<file path="src/rtl/fpga_cfg_pkg.sv">
package fpga_cfg_pkg;

    typedef enum logic [3:0] {
        SQ_IDLE,
        SQ_GUARD,
        SQ_RESET,
        SQ_DUMMY,
        SQ_SETTLE,
        SQ_LOAD,
        SQ_SHIFT,
        SQ_POLL,
        SQ_RELEASE
    } seq_state_e;

    typedef enum logic [1:0] {
        PH_IDLE,
        PH_LOW,
        PH_HIGH
    } pulse_phase_e;

endpackage

</file>
<file path="src/rtl/fpga_cfg_delay.sv">
// One-shot delay counter: go_i loads a length, end_o marks the last counted cycle.
module fpga_cfg_delay #(
    parameter int DW = 8
) (
    input  logic          clk,
    input  logic          rst_n,
    input  logic          go_i,
    input  logic [DW-1:0] len_i,
    output logic          end_o
);
    typedef struct packed {
        logic          active;
        logic [DW-1:0] cnt;
    } dly_t;

    dly_t q, d;

    always_comb begin
        d = q;
        if (q.active) begin
            if (q.cnt == '0) d.active = 1'b0;
            else             d.cnt    = q.cnt - 1'b1;
        end
        if (go_i) begin
            d.active = 1'b1;
            d.cnt    = len_i - 1'b1;
        end
    end

    always_ff @(posedge clk or negedge rst_n) begin
        if (!rst_n) q <= '0;
        else        q <= d;
    end

    assign end_o = q.active && (q.cnt == '0);

    // A new delay may only be requested when the counter is free.
    assert_dly_free_R3: assert property (@(posedge clk) disable iff (!rst_n)
        go_i |-> (!q.active || end_o));
endmodule

</file>
<file path="src/rtl/fpga_cfg_pulse.sv">
// Single clock-pulse generator: low for half_i cycles, then high for half_i cycles.
module fpga_cfg_pulse #(
    parameter int HW = 8
) (
    input  logic          clk,
    input  logic          rst_n,
    input  logic          go_i,
    input  logic [HW-1:0] half_i,
    output logic          sck_o,
    output logic          end_o
);
    import fpga_cfg_pkg::*;

    typedef struct packed {
        pulse_phase_e  ph;
        logic [HW-1:0] cnt;
        logic [HW-1:0] half;
        logic          sck;
    } pls_t;

    pls_t q, d;

    always_comb begin
        d = q;
        unique case (q.ph)
            PH_LOW: begin
                if (q.cnt == '0) begin
                    d.ph  = PH_HIGH;
                    d.cnt = q.half - 1'b1;
                    d.sck = 1'b1;
                end else begin
                    d.cnt = q.cnt - 1'b1;
                end
            end
            PH_HIGH: begin
                if (q.cnt == '0) d.ph  = PH_IDLE;
                else             d.cnt = q.cnt - 1'b1;
            end
            default: ;
        endcase
        if (go_i) begin
            d.ph   = PH_LOW;
            d.cnt  = half_i - 1'b1;
            d.half = half_i;
            d.sck  = 1'b0;
        end
    end

    always_ff @(posedge clk or negedge rst_n) begin
        if (!rst_n) q <= '{ph: PH_IDLE, cnt: '0, half: '0, sck: 1'b1};
        else        q <= d;
    end

    assign sck_o = q.sck;
    assign end_o = (q.ph == PH_HIGH) && (q.cnt == '0);

    // A pulse is requested only when the previous one is finished.
    assert_pulse_free_R8: assert property (@(posedge clk) disable iff (!rst_n)
        go_i |-> ((q.ph == PH_IDLE) || end_o));
    // The clock leaves the low phase only after the programmed count.
    assert_low_len_R4: assert property (@(posedge clk) disable iff (!rst_n)
        (q.ph == PH_LOW && q.cnt != '0 && !go_i) |=> !q.sck);
endmodule

</file>
<file path="src/rtl/fpga_cfg_seq.sv">
module fpga_cfg_seq #(
    parameter int GUARD_CYC   = 100000,
    parameter int RESET_CYC   = 1000000,
    parameter int DUMMY_HALF  = 10000,
    parameter int DUMMY_NUM   = 8,
    parameter int SETTLE_CYC  = 1000000,
    parameter int DATA_HALF   = 4,
    parameter int TIMEOUT_CYC = 200000000,
    parameter int REL_HALF    = 20000,
    parameter int REL_NUM     = 50
) (
    input  logic       clk,
    input  logic       rst_n,
    input  logic       start_i,
    input  logic [7:0] s_data_i,
    input  logic       s_valid_i,
    input  logic       s_last_i,
    output logic       s_ready_o,
    output logic       cfg_rst_n_o,
    output logic       cfg_cs_n_o,
    output logic       cfg_sck_o,
    output logic       cfg_mosi_o,
    output logic       flash_hold_n_o,
    output logic       flash_wp_n_o,
    input  logic       done_i,
    output logic       busy_o,
    output logic       ok_o,
    output logic       fail_o
);
    import fpga_cfg_pkg::*;

    localparam int DLY_A   = (GUARD_CYC > RESET_CYC) ? GUARD_CYC : RESET_CYC;
    localparam int DLY_MAX = (DLY_A > SETTLE_CYC) ? DLY_A : SETTLE_CYC;
    localparam int HLF_A   = (DUMMY_HALF > DATA_HALF) ? DUMMY_HALF : DATA_HALF;
    localparam int HLF_MAX = (HLF_A > REL_HALF) ? HLF_A : REL_HALF;
    localparam int NUM_MAX = (DUMMY_NUM > REL_NUM) ? DUMMY_NUM : REL_NUM;
    localparam int DW = $clog2(DLY_MAX + 1);
    localparam int HW = $clog2(HLF_MAX + 1);
    localparam int NW = $clog2(NUM_MAX + 1);
    localparam int TW = $clog2(TIMEOUT_CYC + 1) + 1;

    typedef struct packed {
        seq_state_e    state;
        logic          cs_n;
        logic          trst_n;
        logic          hold_n;
        logic          mosi;
        logic [7:0]    sh;
        logic [2:0]    bitn;
        logic [NW-1:0] pcnt;
        logic          last;
        logic [TW-1:0] tmo;
        logic          ok;
        logic          fail;
    } seq_t;

    seq_t q, d;

    logic          dly_go, dly_end;
    logic [DW-1:0] dly_len;
    logic          p_go, p_end, sck;
    logic [HW-1:0] p_half;

    fpga_cfg_delay #(.DW(DW)) u_delay (
        .clk(clk), .rst_n(rst_n), .go_i(dly_go), .len_i(dly_len), .end_o(dly_end)
    );

    fpga_cfg_pulse #(.HW(HW)) u_pulse (
        .clk(clk), .rst_n(rst_n), .go_i(p_go), .half_i(p_half),
        .sck_o(sck), .end_o(p_end)
    );

    always_comb begin
        d       = q;
        d.ok    = 1'b0;
        d.fail  = 1'b0;
        dly_go  = 1'b0;
        dly_len = '0;
        p_go    = 1'b0;
        p_half  = '0;
        unique case (q.state)
            SQ_IDLE: if (start_i) begin
                d.state = SQ_GUARD;
                d.hold_n = 1'b0;
                dly_go = 1'b1;
                dly_len = DW'(GUARD_CYC);
            end
            SQ_GUARD: if (dly_end) begin
                d.state = SQ_RESET;
                d.cs_n = 1'b0;
                d.trst_n = 1'b0;
                dly_go = 1'b1;
                dly_len = DW'(RESET_CYC);
            end
            SQ_RESET: if (dly_end) begin
                d.state = SQ_DUMMY;
                d.trst_n = 1'b1;
                d.pcnt = '0;
                p_go = 1'b1;
                p_half = HW'(DUMMY_HALF);
            end
            SQ_DUMMY: if (p_end) begin
                if (q.pcnt == NW'(DUMMY_NUM - 1)) begin
                    d.state = SQ_SETTLE;
                    dly_go = 1'b1;
                    dly_len = DW'(SETTLE_CYC);
                end else begin
                    d.pcnt = q.pcnt + 1'b1;
                    p_go = 1'b1;
                    p_half = HW'(DUMMY_HALF);
                end
            end
            SQ_SETTLE: if (dly_end) d.state = SQ_LOAD;
            SQ_LOAD: if (s_valid_i) begin
                d.state = SQ_SHIFT;
                d.sh = s_data_i;
                d.mosi = s_data_i[7];
                d.bitn = '0;
                d.last = s_last_i;
                p_go = 1'b1;
                p_half = HW'(DATA_HALF);
            end
            SQ_SHIFT: if (p_end) begin
                if (q.bitn == 3'd7) begin
                    if (q.last) begin
                        d.state = SQ_POLL;
                        d.cs_n = 1'b1;
                        d.mosi = 1'b1;
                        d.tmo = '0;
                        p_go = 1'b1;
                        p_half = HW'(DUMMY_HALF);
                    end else begin
                        d.state = SQ_LOAD;
                    end
                end else begin
                    d.bitn = q.bitn + 1'b1;
                    d.sh = {q.sh[6:0], 1'b0};
                    d.mosi = q.sh[6];
                    p_go = 1'b1;
                    p_half = HW'(DATA_HALF);
                end
            end
            SQ_POLL: begin
                d.tmo = q.tmo + 1'b1;
                if (p_end) begin
                    if (done_i) begin
                        d.state = SQ_RELEASE;
                        d.pcnt = '0;
                        p_go = 1'b1;
                        p_half = HW'(REL_HALF);
                    end else if (q.tmo >= TW'(TIMEOUT_CYC)) begin
                        d.state = SQ_IDLE;
                        d.hold_n = 1'b1;
                        d.fail = 1'b1;
                    end else begin
                        p_go = 1'b1;
                        p_half = HW'(DUMMY_HALF);
                    end
                end
            end
            SQ_RELEASE: if (p_end) begin
                if (q.pcnt == NW'(REL_NUM - 1)) begin
                    d.state = SQ_IDLE;
                    d.hold_n = 1'b1;
                    d.ok = 1'b1;
                end else begin
                    d.pcnt = q.pcnt + 1'b1;
                    p_go = 1'b1;
                    p_half = HW'(REL_HALF);
                end
            end
            default: d.state = SQ_IDLE;
        endcase
    end

    always_ff @(posedge clk or negedge rst_n) begin
        if (!rst_n) begin
            q        <= '0;
            q.state  <= SQ_IDLE;
            q.cs_n   <= 1'b1;
            q.trst_n <= 1'b1;
            q.hold_n <= 1'b1;
            q.mosi   <= 1'b1;
        end else begin
            q <= d;
        end
    end

    assign s_ready_o      = (q.state == SQ_LOAD);
    assign cfg_rst_n_o    = q.trst_n;
    assign cfg_cs_n_o     = q.cs_n;
    assign cfg_sck_o      = sck;
    assign cfg_mosi_o     = q.mosi;
    assign flash_hold_n_o = q.hold_n;
    assign flash_wp_n_o   = q.hold_n;
    assign busy_o         = (q.state != SQ_IDLE);
    assign ok_o           = q.ok;
    assign fail_o         = q.fail;

    assert_idle_lines_R1: assert property (@(posedge clk) disable iff (!rst_n)
        !busy_o |-> (cfg_sck_o && cfg_cs_n_o && cfg_rst_n_o && flash_hold_n_o));
    assert_flash_parked_R2: assert property (@(posedge clk) disable iff (!rst_n)
        !cfg_cs_n_o |-> !flash_hold_n_o);
    assert_cs_with_reset_R3: assert property (@(posedge clk) disable iff (!rst_n)
        $fell(cfg_rst_n_o) |-> $fell(cfg_cs_n_o));
    assert_ready_quiet_R6: assert property (@(posedge clk) disable iff (!rst_n)
        s_ready_o |-> (cfg_sck_o && !cfg_cs_n_o));
    assert_data_stable_R5: assert property (@(posedge clk) disable iff (!rst_n)
        ($rose(cfg_sck_o) && !cfg_cs_n_o) |-> $stable(cfg_mosi_o));
    assert_end_pulse_R12: assert property (@(posedge clk) disable iff (!rst_n)
        (ok_o || fail_o) |-> (!busy_o && $past(busy_o) && !(ok_o && fail_o)));
endmodule

</file>
<file path="config.mk">
export PLATFORM = sky130hd
export DESIGN_NAME = fpga_cfg_seq
export DESIGN_NICKNAME = d
export VERILOG_FILES = /design/src/rtl/fpga_cfg_pkg.sv /design/src/rtl/fpga_cfg_delay.sv /design/src/rtl/fpga_cfg_pulse.sv /design/src/rtl/fpga_cfg_seq.sv
export SDC_FILE = /design/constraint.sdc
export NUM_CORES = 1
export LEC_CHECK = 0
export ABC_AREA = 1
export ABC_CLOCK_PERIOD_IN_PS = 2600
export BUFFER_PORTS_ARGS = -buffer_cell sky130_fd_sc_hd__buf_2
export CAP_MARGIN = 20
export CORE_MARGIN = 5
export CORE_UTILIZATION = 45
export CTS_CLUSTER_DIAMETER = 200
export CTS_CLUSTER_SIZE = 16
export DETAILED_ROUTE_END_ITERATION = 8
export PLACE_DENSITY = 0.72
export SYNTH_ARGS = -nofsm -noshare
export SYNTH_HDL_FRONTEND = slang
export SYNTH_SLANG_ARGS = --single-unit
</file>
<file path="constraint.sdc">
create_clock -name clk -period 2.6 [get_ports clk]
set_input_delay 0.13 -clock clk [delete_from_list [all_inputs] [get_ports clk]]
set_output_delay 0.13 -clock clk [all_outputs]
set_load 0.01 [all_outputs]
</file>
==> flow_metrics.env <==
export IMPL_reg2reg_slack_ns=0.16
export IMPL_ys_async_sr_fraction=1.00
export IMPL_io_buffer_count=23
export IMPL_tns_ns=0
export IMPL_die_area_mm2=0.0172
export IMPL_clockBufferDepth=2
export IMPL_crit_family="simple AND/OR/NAND/NOR gates"
export IMPL_outcome="finished clean"
export IMPL_grt_setup_unrepaired="no"
export IMPL_antennaDiodeCount=0
export IMPL_synth_yosys_seq_area_share=0.376
export IMPL_min_period_ns=2.44
export IMPL_avgSynthCellArea_um2=7.29
export IMPL_die_w_um=131
export IMPL_worst_pin_slew_ns=0.596
export IMPL_grt_pass1_vias=5530
export IMPL_grtUsageTotal=0.190
export IMPL_cts_buffers_inserted=9
export IMPL_root_buffer="clkbuf_16"
export IMPL_busiest_layer="met2"
export IMPL_drive_gt1_frac=0.115
export IMPL_post_route_drc_count=0
export IMPL_clk_pin_slew_ns=0.07
export IMPL_worstSkewPairLatency_ns=0.35
export IMPL_syn_nets=934
export IMPL_post_cts_setup_buffers=0
export IMPL_rows=44
export IMPL_cpPeakStageDelay_ns=0.39
export IMPL_hold_path_class="in -> reg"
export IMPL_synth_top_area_cell="dfrtp_1"
export IMPL_area_delta_synth_final_pct=8.82
export IMPL_grt_max_degree=100
export IMPL_cp_start_kind="register"
export IMPL_grt_use_met3=0.0436
export IMPL_end_kind="register"
export IMPL_critPathBufInv=2
export IMPL_n_fill_cell=1427
export IMPL_crit_chain="inv_1 > ha_1 > nand3_1 > nor2_1 > nand2_2 > nor2_4 > inv_2 > a21oi_1 > nand2_2 > nand2_4 > o32ai_1"
export IMPL_synth_area_leaders="dfrtp_1 36%, nand2_1 13%, inv_1 6.1%"
export IMPL_place_gp_congestion=0.934
export IMPL_required_ns=2.82
export IMPL_synth_edf_count=0
export IMPL_cts_tree="yes"
export IMPL_wl_mm=15.9
export IMPL_slew_viol_final=0
export IMPL_yosys_warnings=0
export IMPL_syn_cell_area_mm2=0.00661
export IMPL_detail_route_antenna_nets=0
export IMPL_fin_skew_ns=0.00815
export IMPL_hold_violations=0
export IMPL_drt_wirelength_per_cell_um=14.2
export IMPL_grt_use_met1=0.270
export IMPL_io_pin_count=24
export IMPL_viasPerCell=5.29
export IMPL_cts_sinks=99
export IMPL_cp_depth=11
export IMPL_chipHeight_um=131
export IMPL_htreeDepth=3
export IMPL_antenna_found_initial=0
export IMPL_vias=5953
export IMPL_worst_path_most_repeated_cell="nand2_2"
export IMPL_p_leak_nw=3.37
export IMPL_multi_input_comb_area_mm2=0.00356
export IMPL_ys_ff_latch=99
export IMPL_dr_pass1_iters=5
export IMPL_netlist_instances=907
export IMPL_synth_top_area_frac=0.356
export IMPL_core_area_mm2=0.0145
export IMPL_seq_area_mm2=0.00248
export IMPL_crit_type="reg -> reg"
export IMPL_final_nets=965
export IMPL_power_density_mw_per_mm2=763
export IMPL_vdd_ir_drop_max_mv=0.415
export IMPL_synthFlopType="dfrtp_1"
export IMPL_cp_data_arrival_time_ns=2.66
export IMPL_finalCritPeriodShare=0.938
export IMPL_post_route_util=0.497
export IMPL_finalSetupViolations=0
export IMPL_cp_max_fo=22
export IMPL_grt_pass1_wl_mm=27.6
export IMPL_ys_types=51
export IMPL_dp_hpwl_mm=11.9
export IMPL_grtUsageMet2=0.294
export IMPL_max_slew_margin=0.599
export IMPL_p_total_w=0.00549
export IMPL_initial_core_util=0.457
export IMPL_holdPathStages=3
export IMPL_r2r_cells=11
export IMPL_grt_overflow=0
export IMPL_drt_iter0_drc=517
export IMPL_max_freq_mhz=410
export IMPL_maxCapViolCount=0
export IMPL_cpMaxStageDelayCell="dfrtp_1"
-- report_power, final --
group          total (W)  internal, W  switching (W)
combinational    0.00215     0.000741        0.00140
clock            0.00120     0.000639       0.000560
sequential       0.00214      0.00188       0.000269
total            0.00549      0.00326        0.00223
-- flip-flops by register name, indices dropped and copies added, names as in the netlist --
signal	cells
ok_o	1
cfg_rst_n_o	1
u_pulse.q	21
cfg_mosi_o	1
u_pulse.sck_o	1
cfg_cs_n_o	1
flash_hold_n_o	1
fail_o	1
q	50
u_delay.q	21
-- final timing paths --
| kind | startpoint | endpoint |
|---|---|---|
| worst max-delay path | u_pulse.q[16]$_DFFE_PN0P_ | q[4]$_DFFE_PN0P_ |
| worst min-delay path | s_data_i[0] | q[41]$_DFFE_PN0P_ |
| worst max register to register | u_pulse.q[16]$_DFFE_PN0P_ | q[4]$_DFFE_PN0P_ |
| worst min register to register | q[39]$_DFFE_PN0P_ | q[39]$_DFFE_PN0P_ |
| max in group asynchronous | rst_n | cfg_mosi_o$_DFFE_PN1P_ |
| min in group asynchronous | rst_n | q[21]$_DFFE_PN0P_ |
-- worst register-to-register path, delay by kind of cell, from the launching register on --
kind,cells,cell delay [ns]
AOI/OAI and AO/OA,2,0.42
adders and majority gates,1,0.20
buffers and inverters,2,0.24
DFF,1,0.39
and+or+nand+nor,6,1.05
-- routing by layer --
layer	vias to the layer above	part of all wire
li1	3012	-
met1	2767	0.48
met2	156	0.45
met3	18	0.054
met4	0	0.013
met5	-	0
-- cell usage in the layout (no fill, tap or decap), types with 5 or more instances in the layout --
| master | Yosys | final |
|---|---|---|
| o21ai_2 | 7 | 7 |
| nand4_1 | 22 | 22 |
| buf_4 | 2 | 10 |
| o21ai_0 | 50 | 50 |
| xor2_1 | 45 | 45 |
| o21ai_1 | 5 | 5 |
| nand3_1 | 64 | 64 |
| nand2_2 | 6 | 6 |
| nor4_1 | 9 | 9 |
| inv_1 | 108 | 108 |
| xnor2_1 | 8 | 8 |
| nor2_1 | 108 | 107 |
| nor3_1 | 19 | 19 |
| inv_2 | 8 | 8 |
| a21oi_1 | 21 | 21 |
| dfrtp_1 | 94 | 94 |
| clkbuf_16 | 0 | 9 |
| o22ai_1 | 20 | 20 |
| dfstp_2 | 5 | 5 |
| nand2_1 | 227 | 227 |
| nor2_2 | 14 | 15 |
| ha_1 | 13 | 13 |
| buf_2 | 1 | 22 |
-- synthesized netlist by cell type, types with 2 or more instances --
master / instances
nand2_4: 4
nor3_1: 19
nand2_1: 227
xor2_1: 45
buf_1: 2
xnor2_1: 8
inv_1: 108
nor2_2: 14
o211ai_2: 4
o22ai_1: 20
o21ai_1: 5
dfstp_2: 5
ha_1: 13
dfrtp_1: 94
nand3_2: 3
nand2_2: 6
nor2_1: 108
nand3b_1: 2
buf_4: 2
o21ai_2: 7
clkbuf_1: 3
nor4_1: 9
nand3_1: 64
buf_6: 6
or2_1: 3
o211ai_1: 2
or2_2: 2
nand4_1: 22
inv_2: 8
o21ai_0: 50
a21oi_1: 21
nor2_4: 2
-- stage by stage --
stage / hold slack, ns / std cells / worst slack [ns] / area (µm²)
finish: 0.0350 / 1125 / 0.162 / 7200
global route: 0.0345 / 1125 / 0.0199 / 7200
CTS: 0.0290 / 1125 / 0.0186 / 7190
detailed placement: 0.239 / 1109 / 0.0358 / 6930
global placement: 0.240 / 1109 / 0.0419 / 6930
floorplan: -0.166 / 907 / 0.555 / 6610
-- kinds of logic after synthesis --
kind of cell	after synthesis	synth area share
AO/OA/AOI/OAI	119	0.111
XOR/XNOR	53	0.0702
adder cells (fa/ha/maj)	13	0.0246
buffers and inverters	133	0.0857
AND/OR/NAND/NOR	490	0.333
flip-flops	99	0.376
-- cell type report --
class,instances,area share
clock inverter,1,0.000696
inverter,118,0.0621
timing repair buffer,35,0.0313
tap,184,0.0320
sequential,99,0.345
multi-input combinational,675,0.495
clock buffer,13,0.0334
-- repair_timing --
item / 4_1_cts / 5_1_grt
hold buffers: 2 / 0
hold endpoints to repair: 95 / 0
gates resized for setup: 0 / 1
endpoints found under the setup margin: 0 / 16
Power figures use the tool's default switching activity.
